`config.mk`:
```
export PLATFORM = sky130hd
export DESIGN_NAME = irqd_ctl_bank
export DESIGN_NICKNAME = d
export VERILOG_FILES = /design/src/rtl/irqd_ctl_pkg.sv /design/src/rtl/irqd_ctl_decode.sv /design/src/rtl/irqd_ctl_secflag.sv /design/src/rtl/irqd_ctl_pend.sv /design/src/rtl/irqd_ctl_bank.sv
export SDC_FILE = /design/constraint.sdc
export NUM_CORES = 1
export LEC_CHECK = 0
export ABC_AREA = 1
export BUFFER_PORTS_ARGS = -buffer_cell sky130_fd_sc_hd__buf_2
export CAP_MARGIN = 20
export CORE_ASPECT_RATIO = 1.5
export CORE_MARGIN = 5
export CORE_UTILIZATION = 42
export CTS_BUF_LIST = sky130_fd_sc_hd__clkbuf_8
export DETAILED_ROUTE_END_ITERATION = 10
export GPL_ROUTABILITY_DRIVEN = 0
export PLACE_DENSITY_LB_ADDON = 0.12
export SLEW_MARGIN = 20
export SYNTH_ARGS = -nofsm -noshare
export SYNTH_HDL_FRONTEND = slang
export SYNTH_HIERARCHICAL = 1
export SYNTH_SLANG_ARGS = --single-unit
```
`constraint.sdc`:
```
create_clock -name clk -period 3.43 [get_ports clk]
set_input_delay 0.5145 -clock clk [delete_from_list [all_inputs] [get_ports clk]]
set_output_delay 0.5145 -clock clk [all_outputs]
set_load 0.05 [all_outputs]
```
`src/rtl/irqd_ctl_pkg.sv`:
```
package irqd_ctl_pkg;

  localparam int DATA_W       = 32;
  localparam int BIT_G1       = 0;
  localparam int BIT_G1A      = 1;
  localparam int BIT_G0       = 2;
  localparam int BIT_ARE      = 4;
  localparam int BIT_DS       = 6;
  localparam int BIT_SEC_IMPL = 10;
  localparam int BIT_PEND     = 31;

  typedef struct packed {
    logic pend;
    logic ds;
    logic are;
    logic g0;
    logic g1a;
    logic g1;
  } ctl_view_t;

  // Assemble the control word seen by a reader
  function automatic logic [DATA_W-1:0] pack_ctl(input ctl_view_t v);
    logic [DATA_W-1:0] w;
    w               = '0;
    w[BIT_G1]       = v.g1;
    w[BIT_G1A]      = v.g1a;
    w[BIT_G0]       = v.g0;
    w[BIT_ARE]      = v.are;
    w[BIT_DS]       = v.ds;
    w[BIT_PEND]     = v.pend;
    return w;
  endfunction

  function automatic logic [DATA_W-1:0] pack_type(input logic two_states);
    logic [DATA_W-1:0] w;
    w               = '0;
    w[BIT_SEC_IMPL] = two_states;
    return w;
  endfunction

  // Value of the disable-security bit as returned to a given caller
  function automatic logic ds_visible(input logic two_states, input logic secure,
                                      input logic ds_q);
    if (!two_states) return 1'b1;
    return secure & ds_q;
  endfunction

  // Whether the caller may touch the group 0 enable
  function automatic logic grp0_reachable(input logic secure, input logic eff_ds);
    return secure | eff_ds;
  endfunction

endpackage

```
`src/rtl/irqd_ctl_decode.sv`:
```
module irqd_ctl_decode #(
  parameter int ADDR_W   = 10,
  parameter int CTRL_IDX = 0,
  parameter int TYPE_IDX = 1
) (
  input  logic              req_valid,
  input  logic              req_write,
  input  logic [ADDR_W-1:0] req_addr,
  output logic              ctrl_wr,
  output logic              ctrl_rd,
  output logic              type_rd,
  output logic              any_rd
);
  localparam logic [ADDR_W-1:0] CTRL_A = ADDR_W'(CTRL_IDX);
  localparam logic [ADDR_W-1:0] TYPE_A = ADDR_W'(TYPE_IDX);

  logic hit_ctrl, hit_type;

  always_comb begin
    hit_ctrl = (req_addr == CTRL_A);
    hit_type = (req_addr == TYPE_A);
    ctrl_wr  = req_valid &  req_write & hit_ctrl;
    ctrl_rd  = req_valid & ~req_write & hit_ctrl;
    type_rd  = req_valid & ~req_write & hit_type;
    any_rd   = req_valid & ~req_write;
  end
endmodule

```
`src/rtl/irqd_ctl_secflag.sv`:
```
module irqd_ctl_secflag #(
  parameter bit TWO_STATES = 1'b1
) (
  input  logic clk,
  input  logic rst_n,
  input  logic sec_wr,
  input  logic wr_bit,
  output logic ds_q,
  output logic eff_ds
);
  generate
    if (TWO_STATES) begin : g_banked
      logic ds_r;
      always_ff @(posedge clk or negedge rst_n) begin
        if (!rst_n)                ds_r <= 1'b0;
        else if (sec_wr && wr_bit) ds_r <= 1'b1;
      end
      assign ds_q   = ds_r;
      assign eff_ds = ds_r;

      // Once set, the flag holds until reset
      assert_ds_sticky_R8: assert property (@(posedge clk) disable iff (!rst_n)
        $past(ds_r) |-> ds_r);
      assert_ds_set_R8: assert property (@(posedge clk) disable iff (!rst_n)
        (sec_wr && wr_bit) |=> ds_r);
    end else begin : g_fixed
      assign ds_q   = 1'b1;
      assign eff_ds = 1'b1;
      logic fixed_unused;
      assign fixed_unused = clk ^ rst_n ^ sec_wr ^ wr_bit;
    end
  endgenerate
endmodule

```
`src/rtl/irqd_ctl_pend.sv`:
```
module irqd_ctl_pend #(
  parameter int PEND_CYCLES = 4
) (
  input  logic clk,
  input  logic rst_n,
  input  logic trigger,
  output logic pend
);
  localparam int CW = $clog2(PEND_CYCLES + 1);

  logic [CW-1:0] cnt_q;

  always_ff @(posedge clk or negedge rst_n) begin
    if (!rst_n)              cnt_q <= '0;
    else if (trigger)        cnt_q <= CW'(PEND_CYCLES);
    else if (cnt_q != '0)    cnt_q <= cnt_q - 1'b1;
  end

  assign pend = (cnt_q != '0);

  assert_pend_after_change_R10: assert property (@(posedge clk) disable iff (!rst_n)
    trigger |=> pend);
endmodule

```
`src/rtl/irqd_ctl_bank.sv`:
```
module irqd_ctl_bank
  import irqd_ctl_pkg::*;
#(
  parameter bit TWO_STATES  = 1'b1,
  parameter int ADDR_W      = 10,
  parameter int PEND_CYCLES = 4
) (
  input  logic              clk,
  input  logic              rst_n,
  input  logic              req_valid,
  output logic              req_ready,
  input  logic              req_write,
  input  logic              req_secure,
  input  logic [ADDR_W-1:0] req_addr,
  input  logic [31:0]       req_wdata,
  output logic              rsp_valid,
  output logic [31:0]       rsp_rdata,
  output logic              grp0_en_o,
  output logic              grp1_en_o,
  output logic              grp1a_en_o,
  output logic              are_ns_o,
  output logic              single_sec_o
);
  logic ctrl_wr, ctrl_rd, type_rd, any_rd;
  logic ds_q, eff_ds, pend;
  logic g0_q, g1_q, g1a_q, are_q;
  logic g0_reach, enable_change;
  logic [31:0] rd_word;
  ctl_view_t view;
  logic wdata_unused;

  assign req_ready    = 1'b1;
  assign wdata_unused = ^req_wdata;

  irqd_ctl_decode #(.ADDR_W(ADDR_W)) u_dec (
    .req_valid(req_valid), .req_write(req_write), .req_addr(req_addr),
    .ctrl_wr(ctrl_wr), .ctrl_rd(ctrl_rd), .type_rd(type_rd), .any_rd(any_rd)
  );

  irqd_ctl_secflag #(.TWO_STATES(TWO_STATES)) u_sec (
    .clk(clk), .rst_n(rst_n),
    .sec_wr(ctrl_wr & req_secure), .wr_bit(req_wdata[BIT_DS]),
    .ds_q(ds_q), .eff_ds(eff_ds)
  );

  assign g0_reach      = grp0_reachable(req_secure, eff_ds);
  assign enable_change = ctrl_wr &&
                         ((g1_q  != req_wdata[BIT_G1]) ||
                          (g1a_q != req_wdata[BIT_G1A]) ||
                          (g0_reach && (g0_q != req_wdata[BIT_G0])));

  irqd_ctl_pend #(.PEND_CYCLES(PEND_CYCLES)) u_pend (
    .clk(clk), .rst_n(rst_n), .trigger(enable_change), .pend(pend)
  );

  always_ff @(posedge clk or negedge rst_n) begin
    if (!rst_n) begin
      g0_q  <= 1'b0;
      g1_q  <= 1'b0;
      g1a_q <= 1'b0;
      are_q <= 1'b0;
    end else if (ctrl_wr) begin
      g1_q  <= req_wdata[BIT_G1];
      g1a_q <= req_wdata[BIT_G1A];
      are_q <= req_wdata[BIT_ARE];
      if (g0_reach) g0_q <= req_wdata[BIT_G0];
    end
  end

  always_comb begin
    view.pend = pend;
    view.ds   = ds_visible(TWO_STATES, req_secure, ds_q);
    view.are  = are_q;
    view.g0   = g0_reach ? g0_q : 1'b0;
    view.g1a  = g1a_q;
    view.g1   = g1_q;
    if (ctrl_rd)      rd_word = pack_ctl(view);
    else if (type_rd) rd_word = pack_type(TWO_STATES);
    else              rd_word = '0;
  end

  always_ff @(posedge clk or negedge rst_n) begin
    if (!rst_n) begin
      rsp_valid <= 1'b0;
      rsp_rdata <= '0;
    end else begin
      rsp_valid <= any_rd;
      rsp_rdata <= rd_word;
    end
  end

  assign grp0_en_o    = g0_q;
  assign grp1_en_o    = g1_q;
  assign grp1a_en_o   = g1a_q;
  assign are_ns_o     = are_q;
  assign single_sec_o = eff_ds;

  assert_read_resp_R2: assert property (@(posedge clk) disable iff (!rst_n)
    (req_valid && !req_write) |=> rsp_valid);
  assert_write_silent_R2: assert property (@(posedge clk) disable iff (!rst_n)
    (req_valid && req_write) |=> !rsp_valid);
  assert_type_bit_R4: assert property (@(posedge clk) disable iff (!rst_n)
    type_rd |=> (rsp_rdata[BIT_SEC_IMPL] == TWO_STATES));
  assert_unmapped_no_effect_R5: assert property (@(posedge clk) disable iff (!rst_n)
    (req_valid && req_write && !ctrl_wr) |=>
      ($stable(g0_q) && $stable(g1_q) && $stable(g1a_q) && $stable(are_q) && $stable(ds_q)));
  assert_ns_ds_ignored_R7: assert property (@(posedge clk) disable iff (!rst_n)
    (ctrl_wr && !req_secure) |=> $stable(ds_q));
  assert_grp0_guard_R9: assert property (@(posedge clk) disable iff (!rst_n)
    (ctrl_wr && !req_secure && !eff_ds) |=> $stable(g0_q));
  assert_outputs_track_R11: assert property (@(posedge clk) disable iff (!rst_n)
    ctrl_wr |=> (grp1_en_o == $past(req_wdata[BIT_G1]) && are_ns_o == $past(req_wdata[BIT_ARE])));
endmodule

```
# Word level (Yosys, flattened, before mapping)
# Index checks and enable logic that the tools add are counted.
# word_totals
regBits,41
input_bits,47
output_inout_bits,39
wordCells,36
# op_classes
addsub,1
n_eq_ne,4
muxes,5
bitwise,9
reduce_logical,9
# op_table
cell,n
$mux W32,1
$mux W11,1
$eq A10 B1 Y1 const B,1
$logic_not A10 Y1,1
$and A1 B1 Y1,7
$mux W3,2
$logic_and A1 B1 Y1,3
$ne A1 B1 Y1,3
$reduce_bool A3 Y1,1
$sub A3 B1 Y3 const B,1
$logic_or A1 B1 Y1,2
$reduce_and A2 Y1,1
$reduce_bool A2 Y1,1
$mux W1,1
$not A1 Y1,1
$or A1 B1 Y1,1

# Depth between registers and ports, before layout
# Gate-level depths: netlist of the first run.
# depth
word_depth,5
depth_mapped,9
mapped_depth_nobuf,9

# By module
# The synthesis of the first run kept the hierarchy.
# modules_own_cells
mod,instances,cells_per_inst,area_each_um2,seq_area_each_um2
irqd_ctl_bank,1,86,684.4,300.3
irqd_ctl_pend,1,22,173.9,75.1
irqd_ctl_decode,1,16,97.6,0.0
irqd_ctl_secflag,1,5,43.8,25.0

# Worst setup path before layout of the first run
# Ideal clock, no wire load.
# synth_timing
path_type,input -> register
from,in req_addr[3]
to,reg u_pend.cnt_q[0]
setup_ns,0.118
arrival_ns,1.443
required_time_ns,3.312
setup_slack_ns,1.869
path_stages,8
n_path_buf,0
cell_sequence,nor2_2 -> nand2_2 -> nor3_2 -> inv_2 -> nor2_1 -> inv_1 -> nand3_1 -> nand2_1
# synth_via
elab_chain_cells,4
word_cells_on_any_way,5
classes_between,mux: 1; bitwise: 1; reduce/logical: 3
# synth_lines
item,line,text
start: declaration,irqd_ctl_bank.sv:14,"input logic [ADDR_W-1:0] req_addr,"
$logic_not A10 Y1 (*),irqd_ctl_decode.sv:20,hit_ctrl = (req_addr == CTRL_A);
$and A1 B1 Y1 (*),irqd_ctl_decode.sv:22,ctrl_wr = req_valid & req_write & hit_ctrl;
named net ctrl_wr,irqd_ctl_bank.sv:24,"logic ctrl_wr, ctrl_rd, type_rd, any_rd;"
$logic_and A1 B1 Y1 (*),irqd_ctl_bank.sv:47,assign enable_change = ctrl_wr &&
named net enable_change,irqd_ctl_bank.sv:27,"logic g0_reach, enable_change;"
$mux W3 / $reduce_bool A2 Y1 (equally long branches),--,
end signal: assignment,irqd_ctl_pend.sv:15,else if (trigger) cnt_q <= CW'(PEND_CYCLES);
end signal: assignment,irqd_ctl_pend.sv:16,else if (cnt_q != '0) cnt_q <= cnt_q - 1'b1;
end: declaration,irqd_ctl_pend.sv:11,logic [CW-1:0] cnt_q;
# Mark *: on every way through the listed nets, which the timed path passes. The rest lies on a longest branch.
# A chain may end at the register's enable or synchronous reset.

# Worst setup path after layout of the first run
# layout_timing
from,in req_addr[7]
to,reg u_pend.cnt_q[1]
# Same word-level chain as after synthesis.

==> impl_metrics.env, run 1 <==
export IMPL_post_drt_wl_per_cell_um=9.42
export IMPL_drt_initial_drc_count=10
export IMPL_synth_area_leaders="dfrtp_1 40%, buf_4 20%, nand2_1 11%"
export IMPL_cts_tree="built"
export IMPL_path_clk_slew_ns=0.06
export IMPL_power_density_nw_per_um2=504
export IMPL_cts_htree_levels=1
export IMPL_grtUsageTotal_pct=11.1
export IMPL_cts_repair_resized=0
export IMPL_slew_violations=0
export IMPL_worst_skew_pair_late_latency_ns=0.24
export IMPL_clockBufferDepth=2
export IMPL_synth_edf_count=0
export IMPL_grt_setup_unrepaired="no"
export IMPL_place_ws_ns=1.53
export IMPL_ys_ff_latch=16
export IMPL_grt_pass1_vias=736
export IMPL_max_cap_violations=0
export IMPL_path_cells="buf_2 -> nor2_1 -> nand3_1 -> nor3_2 -> inv_2 -> nor2_1 -> inv_1 -> nand3_1 -> nand2_1"
export IMPL_cts_buffers=3
export IMPL_grt_pass1_wl_um=3080
export IMPL_fin_setup_tns_ns=0
export IMPL_vias_per_cell=4.14
export IMPL_power_frac_clock_pct=28.8
export IMPL_path_max_fanout=7
export IMPL_fin_util_pct=50.1
export IMPL_critPathArrivalTime_ns=1.75
export IMPL_ant_nets=0
export IMPL_avgSynthCellArea_um2=7.75
export IMPL_start_util_pct=44.2
export IMPL_cpMaxStageDelayCell="nor3_2"
export IMPL_async_flop_share_pct=100
export IMPL_reg2reg_from="u_sec/ds_q$_DFFE_PN0P_"
export IMPL_cp_start_kind="primary input"
export IMPL_layout_nets=212
export IMPL_cpPeakStageDelay_ns=0.38
export IMPL_p_leak_nw=0.711
export IMPL_synth_area_um2=1000
export IMPL_period_share_pct=46.8
export IMPL_period_minus_slack_ns=1.61
export IMPL_required_ns=3.57
export IMPL_fin_ws_ns=1.82
export IMPL_setup_viol=0
export IMPL_firstDrtPassIters=3
export IMPL_yosys_most_used_dff="dfrtp_1"
export IMPL_hold_class="primary input to async pin"
export IMPL_worstReg2RegEnd="u_pend/cnt_q[1]$_DFFE_PN0P_"
export IMPL_outcome="completed"
export IMPL_dieArea_um2=3480
export IMPL_yosysMostFrequentCell="nand2_1"
export IMPL_io_pin_count=86
export IMPL_p_seq_share_pct=38.6
export IMPL_p_int_mw=0.361
export IMPL_die_x_um=49.8
export IMPL_yosysSeqAreaShare_pct=40.1
export IMPL_fmax_ghz=0.623
export IMPL_synth_top_area_share_pct=40.1
export IMPL_yosysUniqueCellTypes=17
export IMPL_clockRootBuffer="clkbuf_8"
export IMPL_ys_warn_count=6
export IMPL_cts_sinks=16
export IMPL_critPathKind="primary input to flip-flop"
export IMPL_vdd_drop_max_v=0.000219
export IMPL_holdBufCountCts=0
export IMPL_dp_hpwl_um=1500
export IMPL_num_vias=766
export IMPL_regToRegSetupSlack_ns=2.23
export IMPL_antenna_found_initial=0
export IMPL_netlist_instances=129
export IMPL_fin_skew_ns=0.00416
export IMPL_fillers=248
export IMPL_drive_gt1_share_pct=29.6
export IMPL_switching_share_pct=36.7
export IMPL_ff2ff_path_depth=7
export IMPL_synth_top_cell_by_area="dfrtp_1"
export IMPL_grt_overflow_total=0
export IMPL_cts_setup_buffers=0
export IMPL_combPwrFrac_pct=32.5
export IMPL_hold_viol=0
export IMPL_wl_um=1740
export IMPL_synth_common_cells="29 x nand2_1, 27 x buf_4, 18 x inv_1"
export IMPL_coreArea_um2=2260
export IMPL_rows=21
export IMPL_total_power_mw=0.570
export IMPL_grt_start_max_net_pins=17
export IMPL_portBuffers=32
export IMPL_drc=0
export IMPL_area_growth_pct=13.1
export IMPL_insertedDiodeCount=0
export IMPL_switching_power_mw=0.210
export IMPL_dieHeight_um=69.8
export IMPL_crit_path_end_kind="flip-flop"
-- sequential cells by signal, indices dropped and copies added (netlist names) --
| register | flops |
|---|---|
| are_ns_o | 1 |
| grp0_en_o | 1 |
| grp1_en_o | 1 |
| grp1a_en_o | 1 |
| rsp_rdata | 7 |
| rsp_valid | 1 |
| u_pend/cnt_q | 3 |
| u_sec/ds_q | 1 |
-- power groups by stage --
stage               Combinational (mW)  Clock [mW]  Sequential (mW)
floorplan                        0.173           0            0.226
global placement                 0.182           0            0.223
detailed placement               0.186           0            0.224
CTS                              0.187       0.169            0.221
global route                     0.214       0.178            0.223
finish                           0.186       0.164            0.220
-- cells in the final DEF, fill, tap and decap left out --
master,count
inv_1,18
nor2_4,1
clkbuf_8,4
nand2_1,29
nand2_2,3
and3_1,1
inv_2,3
conb_1,26
nor2_2,3
dfrtp_1,16
o21ai_0,3
buf_2,32
ha_1,2
nor3_2,2
nand3_1,3
nand3b_1,1
nor2_1,12
nand4_1,3
-- how the worst max path moves through the flow --
stage,startpoint,endpoint,slack (ns),cells past startpoint
floorplan,req_addr[3],u_pend/cnt_q[0]$_DFFE_PN0P_,1.87,8
finish,req_addr[7],u_pend/cnt_q[1]$_DFFE_PN0P_,1.82,9
global route,req_addr[3],u_pend/cnt_q[1]$_DFFE_PN0P_,1.62,9
CTS,req_addr[7],u_pend/cnt_q[1]$_DFFE_PN0P_,1.79,9
detailed placement,req_addr[7],u_pend/cnt_q[1]$_DFFE_PN0P_,1.53,9
global placement,req_addr[3],u_pend/cnt_q[1]$_DFFE_PN0P_,1.58,9
-- per-stage QoR --
stage / hold WS, ns / area [µm²] / cells
floorplan: 0.219 / 1090 / 153
global placement: 0.444 / 1080 / 181
detailed placement: 0.448 / 1080 / 181
CTS: 0.181 / 1130 / 185
global route: 0.207 / 1130 / 185
finish: 0.167 / 1130 / 185
-- final cells by class --
class                      count  area, µm²  area share [%]
sequential                    16        400            35.4
inverter                      21       78.8            6.97
multi-input combinational     89        408            36.1
tap                           23       28.8            2.54
clock buffer                   4       55.1            4.87
timing repair buffer          32        160            14.2
-- logic make-up after synthesis --
group,Yosys count,synth area share [%]
other,2,0.751
buffers and inverters,48,28.2
flip-flops,16,40.0
AO/OA/AOI/OAI,3,1.50
AND/OR/NAND/NOR,58,27.0
adder cells (fa/ha/maj),2,2.50
-- critical path: cells and delay by family --
| kind | cells | cell delay, ns |
|---|---|---|
| AND/OR/NAND/NOR | 6 | 0.94 |
| buffers and inverters | 3 | 0.29 |
-- metal layers --
layer	share of wire, %	track usage, %	vias up
met5	0	0	-
met4	3.2	7.87	0
met3	11	2.15	4
met2	51	18.1	35
met1	35	12.4	333
li1	-	-	394
(Power assumes the default switching activity.)
==> inputs of run 2 (changes only) <==
- CORE_UTILIZATION: 42 -> 35
- clock period: 3.43 -> 1.31 ns (I/O delays scaled with it)
==> run 2 against run 1 <==
Against the previous run:
- critical endpoint unchanged
- core utilization shrank 5.4 points
- hold slack worse by 0.036 ns
- design area rose by 6.7%
- cell count up 11%
- sequential cell count is the same
- sequential share of layout area down 1.9 points
- sequential power rose to 2.6 times the previous value
- critical path type is now flip-flop to flip-flop
- count of clock-buffer cells in the layout stayed put
==> impl_metrics.env, run 2 (synthesis gave the netlist of run 1 again) <==
export IMPL_clockBufferDepth=2
export IMPL_post_drt_wl_per_cell_um=9.26
export IMPL_cp_start_kind="flip-flop"
export IMPL_cts_tree="built"
export IMPL_ff2ff_path_depth=9
export IMPL_top_regs="rsp_rdata (7), u_pend/cnt_q (3)"
export IMPL_grtUsageTotal_pct=10.1
export IMPL_period_minus_slack_ns=1.15
export IMPL_grt_pass1_wl_um=2970
export IMPL_reg2reg_from="grp0_en_o$_DFFE_PN0P_"
export IMPL_fin_setup_tns_ns=0
export IMPL_area_growth_pct=20.8
export IMPL_layout_nets=219
export IMPL_ant_nets=0
export IMPL_drive_gt1_share_pct=33.7
export IMPL_fin_ws_ns=0.158
export IMPL_vias_per_cell=3.89
export IMPL_mostFrequentLayoutCells="32 x buf_2, 29 x nand2_1, 26 x conb_1"
export IMPL_crit_path_end_kind="flip-flop"
export IMPL_p_leak_nw=0.743
export IMPL_whs_ns=0.132
export IMPL_hold_class="primary input to flip-flop"
export IMPL_layout_commonest_cell="buf_2"
export IMPL_whs_path_depth=3
export IMPL_drt_initial_drc_count=2
export IMPL_io_pin_count=86
export IMPL_dieArea_um2=4050
export IMPL_hold_start="req_wdata[6]"
export IMPL_antenna_found_initial=0
export IMPL_clockRootBuffer="clkbuf_8"
export IMPL_cts_repair_resized=0
export IMPL_grt_setup_unrepaired="no"
export IMPL_cpMaxStageDelayCell="dfrtp_2"
export IMPL_path_max_fanout=4
export IMPL_whs_endpoint="u_sec/ds_q$_DFFE_PN0P_"
export IMPL_regToRegSetupSlack_ns=0.16
export IMPL_coreArea_um2=2710
export IMPL_place_ws_ns=0.0152
export IMPL_grt_overflow_total=0
export IMPL_die_x_um=53.6
export IMPL_hold_viol=0
export IMPL_fillers=305
export IMPL_firstDrtPassIters=4
export IMPL_wl_um=1910
export IMPL_power_density_nw_per_um2=1250
export IMPL_rows=23
export IMPL_insertedDiodeCount=0
export IMPL_vdd_drop_max_v=0.000409
export IMPL_portBuffers=32
export IMPL_top_register="rsp_rdata"
export IMPL_period_share_pct=87.9
export IMPL_cpPeakStageDelay_ns=0.38
export IMPL_slew_violations=0
export IMPL_max_cap_violations=0
export IMPL_start_util_pct=37.0
export IMPL_cts_buffers=3
export IMPL_worst_skew_pair_late_latency_ns=0.25
export IMPL_critPathArrivalTime_ns=1.29
export IMPL_largest_reg_flops=7
export IMPL_outcome="completed"
export IMPL_fin_skew_ns=0.00285
export IMPL_grt_pass1_vias=760
export IMPL_dieHeight_um=75.5
export IMPL_dp_hpwl_um=1620
export IMPL_drc=0
export IMPL_num_vias=802
export IMPL_setup_viol=0
export IMPL_worstReg2RegEnd="u_pend/cnt_q[1]$_DFFE_PN0P_"
export IMPL_critPathKind="flip-flop to flip-flop"
export IMPL_path_cells="inv_1 -> nand2_1 -> nand2_1 -> nor2_1 -> nor2_1 -> nor2_1 -> inv_1 -> nand3_1 -> nand2_1"
export IMPL_cts_htree_levels=1
export IMPL_fin_util_pct=44.6
export IMPL_grt_start_max_net_pins=17
export IMPL_required_ns=1.45
export IMPL_path_clk_slew_ns=0.06
export IMPL_cts_sinks=16
export IMPL_fmax_ghz=0.868
run 2: changes by cell type in the layout (fill, tap and decap cells not counted), sizes merged:
cell,previous run,this run
buf,32,38
dlygate4sd3,0,1
run 2: cell type report:
class / count / area [µm²] / area share [%]
repair buffers: 39 / 215 / 17.8
well taps: 37 / 46.3 / 3.83
flip-flops and latches: 16 / 404 / 33.5
clock buffers: 4 / 55.1 / 4.56
inverters: 21 / 78.8 / 6.53
multi-input cells: 89 / 408 / 33.8
run 2: how the worst max path moves through the flow:
stage                     startpoint                     endpoint  slack (ns)  depth (start not counted)
2_1_floorplan            req_addr[3]  u_pend/cnt_q[0]$_DFFE_PN0P_        0.07                          8
3_3_place_gp             req_addr[3]  u_pend/cnt_q[0]$_DFFE_PN0P_        0.01                          9
3_5_place_dp             req_addr[7]  u_pend/cnt_q[0]$_DFFE_PN0P_        0.02                          9
4_1_cts        grp0_en_o$_DFFE_PN0P_  u_pend/cnt_q[0]$_DFFE_PN0P_        0.14                          9
5_1_grt        grp0_en_o$_DFFE_PN0P_  u_pend/cnt_q[1]$_DFFE_PN0P_        0.04                          9
6_report       grp0_en_o$_DFFE_PN0P_  u_pend/cnt_q[1]$_DFFE_PN0P_        0.16                          9
run 2: where the power goes:
group,internal [mW],leakage [nW],switching [mW]
logic,0.134,0.519,0.370
registers,0.548,0.195,0.0300
clock network,0.267,0.0288,0.166
run 2: metrics by stage:
stage               total power [mW]  std cells  cell area, µm²
finish                          1.51        206            1210
global route                    1.61        206            1210
CTS                             1.53        206            1210
detailed placement              1.08        201            1140
global placement                1.06        201            1140
floorplan                       1.04        153            1090
run 2: timing repair:
| action | CTS | global route |
|---|---|---|
| hold endpoints to repair | 16 | 0 |
| hold buffers | 1 | 0 |
| setup endpoints to repair | 0 | 0 |
| setup buffers | 0 | 0 |
run 2: layer usage:
metal	routed length [µm]	part of all wire, %	up-vias	GRT usage (%)
li1	-	-	408	-
met1	673	35	354	9.68
met2	1030	54	35	18.3
met3	158	8.3	5	2.54
met4	48	2.5	0	6.82
met5	0	0	-	0
run 2: critical path, delay by kind of cell (launching register included):
kind	cells	cell delay, ns
AND/OR/NAND/NOR	7	0.50
flip-flops	1	0.38
buffers and inverters	2	0.16
==> inputs of run 3 (changes only) <==
- BUFFER_PORTS_ARGS: -buffer_cell sky130_fd_sc_hd__buf_2 -> -buffer_cell sky130_fd_sc_hd__buf_4
- CORE_ASPECT_RATIO: 1.5 -> unset
==> run 3 against run 2 <==
Against the previous run:
- global-route usage shrank 0.083 points
- cell count shrank 3.4%
- non-clock buffer count shrank 1
- first-iteration DRC count grew to 8.0 times the previous value
- largest cell class unchanged
==> impl_metrics.env, run 3 (synthesis gave the netlist of run 1 again) <==
export IMPL_cp_start_kind="flip-flop"
export IMPL_hold_start="req_wdata[6]"
export IMPL_drt_initial_drc_count=16
export IMPL_whs_ns=0.132
export IMPL_cts_htree_levels=1
export IMPL_cts_buffers=3
export IMPL_cts_tree="built"
export IMPL_coreArea_um2=2760
export IMPL_drive_gt1_share_pct=33.3
export IMPL_layout_nets=218
export IMPL_dp_hpwl_um=1650
export IMPL_grt_start_max_net_pins=17
export IMPL_reg2reg_from="grp1_en_o$_DFFE_PN0P_"
export IMPL_cts_sinks=16
export IMPL_clockRootBuffer="clkbuf_8"
export IMPL_hold_viol=0
export IMPL_cpPeakStageDelay_ns=0.42
export IMPL_path_common_cell="nand2_1"
export IMPL_critPathKind="flip-flop to flip-flop"
export IMPL_largest_reg_flops=7
export IMPL_fin_skew_ns=0.00115
export IMPL_power_density_nw_per_um2=1210
export IMPL_drc=0
export IMPL_cts_setup_buffers=0
export IMPL_hold_class="primary input to flip-flop"
export IMPL_dieHeight_um=63.4
export IMPL_grt_overflow_total=0
export IMPL_crit_path_end_kind="flip-flop"
export IMPL_die_x_um=63.4
export IMPL_holdBufCountCts=1
export IMPL_required_ns=1.50
export IMPL_post_drt_wl_per_cell_um=9.76
export IMPL_p_leak_nw=0.763
export IMPL_top_register="rsp_rdata"
export IMPL_fmax_ghz=0.863
export IMPL_grt_pass1_vias=743
export IMPL_vdd_drop_max_v=0.000781
export IMPL_period_minus_slack_ns=1.16
export IMPL_num_vias=796
export IMPL_portBuffers=32
export IMPL_path_cells="inv_1 -> nand2_1 -> nand2_1 -> nand2_1 -> nor2_1 -> nor2_1 -> inv_1 -> nand4_1 -> nand2_1"
export IMPL_firstDrtPassIters=4
export IMPL_critPathArrivalTime_ns=1.35
export IMPL_placedCellCount=194
export IMPL_path_clk_slew_ns=0.07
export IMPL_start_util_pct=36.3
export IMPL_instances_no_fill=199
export IMPL_rows=19
export IMPL_grt_pass1_wl_um=3220
export IMPL_vias_per_cell=4.00
export IMPL_outcome="completed"
export IMPL_mostFrequentLayoutCells="37 x buf_4, 29 x nand2_1, 26 x conb_1"
export IMPL_placed_area_um2=1210
export IMPL_area_growth_pct=27.3
export IMPL_total_power_mw=1.54
export IMPL_dieArea_um2=4030
export IMPL_post_route_cell_area_um2=1270
export IMPL_grtUsageTotal_pct=9.98
export IMPL_wl_um=1940
export IMPL_grt_setup_unrepaired="no"
export IMPL_setup_viol=0
export IMPL_slew_violations=0
export IMPL_io_pin_count=86
export IMPL_antenna_found_initial=0
export IMPL_cts_repair_resized=0
export IMPL_top_regs="rsp_rdata (7), u_pend/cnt_q (3)"
export IMPL_insertedDiodeCount=0
export IMPL_period_share_pct=88.5
export IMPL_clockBufferDepth=2
export IMPL_fin_setup_tns_ns=0
export IMPL_path_max_fanout=4
export IMPL_cpMaxStageDelayCell="dfrtp_2"
export IMPL_ant_nets=0
export IMPL_layout_commonest_cell="buf_4"
export IMPL_worst_skew_pair_late_latency_ns=0.25
export IMPL_max_cap_violations=0
export IMPL_startpoint="grp1_en_o$_DFFE_PN0P_"
[run 3: changes by cell type in the layout (fill, tap and decap cells not counted), sizes merged]
cell	delta
buf	-1
[run 3: area by class of cell]
cell class	instances	area [µm²]
Fill cell	290	1490
Multi-Input combinational cell	89	408
Sequential cell	16	404
Timing Repair Buffer	38	288
Inverter	21	78.8
Clock buffer	4	55.1
Tap cell	31	38.8
[run 3: final timing paths]
kind	slack, ns	depth (start not counted)	end
max	0.15	9	u_pend/cnt_q[1]$_DFFE_PN0P_
min	0.13	3	u_sec/ds_q$_DFFE_PN0P_
max reg2reg	0.15	9	u_pend/cnt_q[1]$_DFFE_PN0P_
min reg2reg	0.51	2	rsp_rdata[4]$_DFF_PN0_
max in group asynchronous	0.76	2	grp0_en_o$_DFFE_PN0P_
min in group asynchronous	0.34	2	rsp_valid$_DFF_PN0_
[run 3: routing by layer]
layer,share of wire [%],track usage [%],up-vias
met2,53,17.0,29
li1,-,-,408
met3,8.7,3.20,2
met5,0,0,-
met4,1.2,3.90,0
met1,37,11.5,357
[run 3: critical path: cells and delay by family (launching register included)]
family	cells	cell delay [ns]
and+or+nand+nor	7	0.50
buffers and inverters	2	0.18
DFF	1	0.42
[run 3: per-stage QoR]
stage / setup WS, ns / utilization (%)
after global routing: 0.0259 / 46.1
after CTS: 0.142 / 46.1
after floorplan: 0.0668 / -
after detailed placement: -0.0358 / 43.8
after global placement: -0.0344 / 43.8
final: 0.151 / 46.1
[run 3: report_power, final]
group	total, mW	internal [mW]	switching [mW]
combinational	0.514	0.152	0.363
sequential	0.575	0.548	0.0271
clock	0.446	0.267	0.179
total	1.54	0.966	0.569
